==> src/rtl/wag_pkg.sv <==
// Shared definitions for the wait-state acknowledge generator.
// Assumes nothing beyond a single fast clock domain.
package wag_pkg;
    // Default depth of the chip-select delay line (one wait state).
    parameter int WAG_DEFAULT_STAGES = 2;

    // Phase of the divide-by-two register.
    typedef enum logic {
        PH_LOW  = 1'b0,
        PH_HIGH = 1'b1
    } div_phase_e;
endpackage

==> src/rtl/wag_clkdiv.sv <==
// Divide-by-two of the fast clock. It also flags the fast edge at which the
// divided clock will fall, so downstream logic can stay in the fast domain.
// Assumes a synchronous active-low reset that parks the divided clock low.
module wag_clkdiv
    import wag_pkg::*;
(
    input  logic clk_fast,
    input  logic rst_n,
    output logic sys_clk,
    output logic fall_en
);
    div_phase_e phase_q;

    // Toggle the phase on every fast edge; reset parks it low.
    always_ff @(posedge clk_fast) begin
        if (!rst_n) phase_q <= PH_LOW;
        else        phase_q <= (phase_q == PH_HIGH) ? PH_LOW : PH_HIGH;
    end

    assign sys_clk = (phase_q == PH_HIGH);
    // The next fast edge takes the divided clock from high to low.
    assign fall_en = (phase_q == PH_HIGH);


    sysclk_toggle_chk: assert property (@(posedge clk_fast) disable iff (!rst_n)
        rst_n |=> (sys_clk != $past(sys_clk)));


    reset_low_chk: assert property (@(posedge clk_fast)
        !rst_n |=> !sys_clk);
endmodule

==> src/rtl/wag_cs_shift.sv <==
// Shift register that samples chip select at each divided-clock falling
// edge. Stage 0 holds the newest sample. All stages reset to the idle level.
// Assumes fall_en is high for exactly one fast cycle per divided period.
module wag_cs_shift #(
    parameter int STAGES = 2
) (
    input  logic              clk_fast,
    input  logic              rst_n,
    input  logic              fall_en,
    input  logic              cs_n,
    output logic [STAGES-1:0] stages_q
);
    // First stage: capture chip select at the sampling edge.
    always_ff @(posedge clk_fast) begin
        if (!rst_n)       stages_q[0] <= 1'b1;
        else if (fall_en) stages_q[0] <= cs_n;
    end

    for (genvar i = 1; i < STAGES; i++) begin : g_stage
        // Later stage: take the older sample from the stage before it.
        always_ff @(posedge clk_fast) begin
            if (!rst_n)       stages_q[i] <= 1'b1;
            else if (fall_en) stages_q[i] <= stages_q[i-1];
        end
    end


    hold_between_chk: assert property (@(posedge clk_fast) disable iff (!rst_n)
        (rst_n && !fall_en) |=> $stable(stages_q));
endmodule

==> src/rtl/wag_ack_gate.sv <==
// Forms the active-low acknowledge. It asserts only when every delay stage
// holds a low sample, and it is blocked while DMA acknowledge is active.
// Assumes dma_ack_n is driven by the same controller in the fast domain.
module wag_ack_gate #(
    parameter int STAGES = 2
) (
    input  logic [STAGES-1:0] stages_q,
    input  logic              dma_ack_n,
    output logic              xfer_ack_n
);
    // Combine the delay-line history with the DMA block.
    always_comb begin
        xfer_ack_n = (|stages_q) | ~dma_ack_n;
    end
endmodule

==> src/rtl/waitack_gen.sv <==
// Top level: divided system clock plus a transfer acknowledge that lags chip
// select by STAGES-1 system-clock cycles (one wait state by default).
// Assumes the inputs change away from rising edges of clk_fast.
module waitack_gen
    import wag_pkg::*;
#(
    parameter int STAGES = WAG_DEFAULT_STAGES
) (
    input  logic clk_fast,
    input  logic rst_n,
    input  logic cs_n,
    input  logic dma_ack_n,
    output logic sys_clk,
    output logic xfer_ack_n
);
    logic              fall_en;
    logic [STAGES-1:0] stages_q;

    wag_clkdiv u_div (
        .clk_fast (clk_fast),
        .rst_n    (rst_n),
        .sys_clk  (sys_clk),
        .fall_en  (fall_en)
    );

    wag_cs_shift #(.STAGES(STAGES)) u_shift (
        .clk_fast (clk_fast),
        .rst_n    (rst_n),
        .fall_en  (fall_en),
        .cs_n     (cs_n),
        .stages_q (stages_q)
    );

    wag_ack_gate #(.STAGES(STAGES)) u_gate (
        .stages_q   (stages_q),
        .dma_ack_n  (dma_ack_n),
        .xfer_ack_n (xfer_ack_n)
    );

    // Checker-side record of the previous chip-select sample.
    logic prev_sample_q;
    // Track the last sampled chip-select level for the assertions.
    always_ff @(posedge clk_fast) begin
        if (!rst_n)       prev_sample_q <= 1'b1;
        else if (fall_en) prev_sample_q <= cs_n;
    end


    first_low_wait_chk: assert property (@(posedge clk_fast) disable iff (!rst_n)
        (fall_en && !cs_n && prev_sample_q) |=> xfer_ack_n);


    second_low_ack_chk: assert property (@(posedge clk_fast) disable iff (!rst_n)
        (STAGES == 2 && fall_en && !cs_n && !prev_sample_q) |=> (!xfer_ack_n || !dma_ack_n));


    high_sample_release_chk: assert property (@(posedge clk_fast) disable iff (!rst_n)
        (fall_en && cs_n) |=> xfer_ack_n);


    dma_block_chk: assert property (@(posedge clk_fast) disable iff (!rst_n)
        !dma_ack_n |-> xfer_ack_n);


    edge_only_change_chk: assert property (@(posedge clk_fast) disable iff (!rst_n)
        (rst_n && !fall_en && dma_ack_n) |=> (!dma_ack_n || $stable(xfer_ack_n)));


    reset_ack_idle_chk: assert property (@(posedge clk_fast)
        !rst_n |=> xfer_ack_n);
endmodule

==> config.mk <==
export PLATFORM = sky130hd
export DESIGN_NAME = waitack_gen
export DESIGN_NICKNAME = d
export VERILOG_FILES = /design/src/rtl/wag_pkg.sv /design/src/rtl/wag_clkdiv.sv /design/src/rtl/wag_cs_shift.sv /design/src/rtl/wag_ack_gate.sv /design/src/rtl/waitack_gen.sv
export SDC_FILE = /design/constraint.sdc
export NUM_CORES = 1
export LEC_CHECK = 0
export BUFFER_PORTS_ARGS = -buffer_cell sky130_fd_sc_hd__buf_2
export CORE_AREA = 5 5 42 44
export CTS_BUF_LIST = sky130_fd_sc_hd__clkbuf_2 sky130_fd_sc_hd__clkbuf_4 sky130_fd_sc_hd__clkbuf_8
export CTS_CLUSTER_DIAMETER = 40
export DETAILED_ROUTE_END_ITERATION = 12
export DIE_AREA = 0 0 47 49
export PLACE_DENSITY = 0.3
export SYNTH_ARGS = -nofsm -noshare
export SYNTH_HDL_FRONTEND = slang
export SYNTH_HIERARCHICAL = 1
export SYNTH_SLANG_ARGS = --single-unit
==> constraint.sdc <==
create_clock -name clk_fast -period 2.43 [get_ports clk_fast]
set_clock_uncertainty 0.15 [all_clocks]
set_input_delay 0.486 -clock clk_fast [delete_from_list [all_inputs] [get_ports clk_fast]]
set_output_delay 0.486 -clock clk_fast [all_outputs]
set_load 0.05 [all_outputs]
==> flow_summary.toml <==
[timing]
min_period_ns = 1.76
setup_violations = 0
timing.fmax_mhz = 568
period_share_pct = 72.5
slew_headroom_pct = 83.5
hold_slack_ns = 0.297
final.setup.tns_ns = 0
maxSlewViolCount = 0
rsz0062_at_grt = "no"
worstMarginPinSlew_ns = 0.250
hold_violations = 0

[floorplanning]
die_h_um = 49
start_util_pct = 8.39
die_w_um = 47
ioPinCount = 6
rows = 14
fp.coreArea_um2 = 1400
dieArea_um2 = 2300

[synthesis]
ys_types = 6
synth_area_um2 = 118
synth_nets = 14
syn_area_per_cell_um2 = 11.8
seq_area_frac_synth_pct = 51.1
synthCells = 10
ys_ff_latch = 3
yosys_warnings = 6

[clock_tree]
clkLatencyLatePin_ns = 0.23
root_buffer = "clkbuf_4"
htree_levels = 1
numClockSinks = 3
cts_tree = "built"
hold_buffers = 0
post_cts_resized = 0
postCtsSetupBuffers = 0
ctsLongestPathBuffers = 2
path_clk_slew_ns = 0.03
numCtsBuffers = 3

[global_route]
grt_pass1_vias = 100
grt_pass1_wl_um = 434
antenna_found_initial = 0
overflow = 0
track_usage_pct = 3.38
grt_max_degree = 5

[final_layout]
area_growth_pct = 57.4
layout_commonest_cell = "buf_2"
layoutNonFillerInstCount = 34
final_cell_mix = "buf_2 (5), clkbuf_4 (4), dfxtp_1 (3), mux2i_1 (2), nand2_1 (2)"
nNetsFinal = 23
antenna_cells = 0
fillers = 162
drive_gt1_share_pct = 55.6

[min_path]
min_from = "rst_n"
hold_path_depth = 2
hold_path_class = "in -> reg"
min_to = "u_shift/stages_q[0]"

[worst_setup_path]
reg2reg_depth = 2
reg2reg_slack_ns = 1.46
critPathArrivalTime_ns = 1.12
r2r_end = "u_shift/stages_q[1]"
end_kind = "primary output"
rr_startpoint = "u_div/fall_en"
cp-start-kind = "flop"
crit_start = "u_shift/stages_q[1]"
path_class = "reg -> out"
worstPathMaxFanout = 2
required_ns = 1.79

[power_and_ir_drop]
finalPower_w = 0.000165
swShare_pct = 20.7
vdd_drop_max_mv = 0.303
switchingPower_w = 0.0000343
clkPwrFrac_pct = 58.8
p_per_area_nw_per_um2 = 892
seq_power_share_pct = 33.4
p_leak_nw = 0.0825
comb_power_share_pct = 7.7
p_int_w = 0.000131

[placement]
port_buffers = 5
gp_congestion = 0.601
hpwlAfterDp_um = 204
placed_cells = 30

[detailed_routing]
wl_per_cell_um = 7.47
finalWirelength_um = 254
drtIter0Drc = 1
via_per_inst = 2.88
ant_nets = 0
drt-pass1-iter-count = 3
via_count = 98
drc_errors = 0

[job]
max-cap-violations = 0

[run_status]
status = "completed"
## worst max-delay path by stage
stage | end
floorplan | xfer_ack_n
global placement | xfer_ack_n
detailed placement | xfer_ack_n
CTS | xfer_ack_n
global route | xfer_ack_n
finish | xfer_ack_n
## registers in the layout, indices dropped and copies added (netlist names)
register and flops:
u_shift/stages_q 2, u_div/fall_en 1
## worst max-delay path, stage by stage (launching register included)
cell	delay, ns
dfxtp_1	0.30
or3b_1	0.38
buf_2	0.22
## cell type report
cell class	instances	area, um^2	share of cell area, %
clock buffer	4	30.0	16.2
tap	16	20.0	10.8
timing repair buffer	5	25.0	13.5
multi-input combinational	6	50.0	27.0
sequential	3	60.1	32.4
## through the flow
step	setup WS (ns)	utilization, %	area, um^2
2_1_floorplan	0.752	-	118
3_3_place_gp	0.668	11.1	155
3_5_place_dp	0.665	11.1	155
4_1_cts	0.656	13.2	185
5_1_grt	0.608	13.2	185
6_report	0.669	13.2	185
## kinds of logic (layout without fill, tap and decap cells)
| group | Yosys count | after routing | share of synthesized area (%) |
|---|---|---|---|
| and+or+nand+nor | 4 | 4 | 25.5 |
| buffers and inverters | 1 | 9 | 6.39 |
| DFF | 3 | 3 | 51.1 |
| muxes | 2 | 2 | 17.0 |
## power by group through the flow
stage	clock network [W]	registers, W	logic (W)
after detailed placement	0	0.0000560	0.0000129
after global routing	0.000109	0.0000557	0.0000138
after floorplan	0	0.0000555	0.0000104
final	0.0000972	0.0000552	0.0000127
after CTS	0.000102	0.0000553	0.0000129
after global placement	0	0.0000558	0.0000129
## layer usage
| metal | GRT usage (%) | vias up | wire length, um |
|---|---|---|---|
| met3 | 7.75 | 0 | 88 |
| met2 | 1.81 | 9 | 55 |
| met1 | 3.51 | 40 | 110 |
| li1 | - | 49 | - |
| met5 | 0 | - | 0 |
| met4 | 1.38 | 0 | 0 |
## cells in the mapped netlist
| master | count | area (um^2) |
|---|---|---|
| nand2_1 | 2 | 7.51 |
| nor2b_4 | 1 | 13.8 |
| mux2i_1 | 2 | 20.0 |
| dfxtp_1 | 3 | 60.1 |
| or3b_1 | 1 | 8.76 |
| buf_4 | 1 | 7.51 |
No activity file was read; power rests on OpenSTA's default activity.
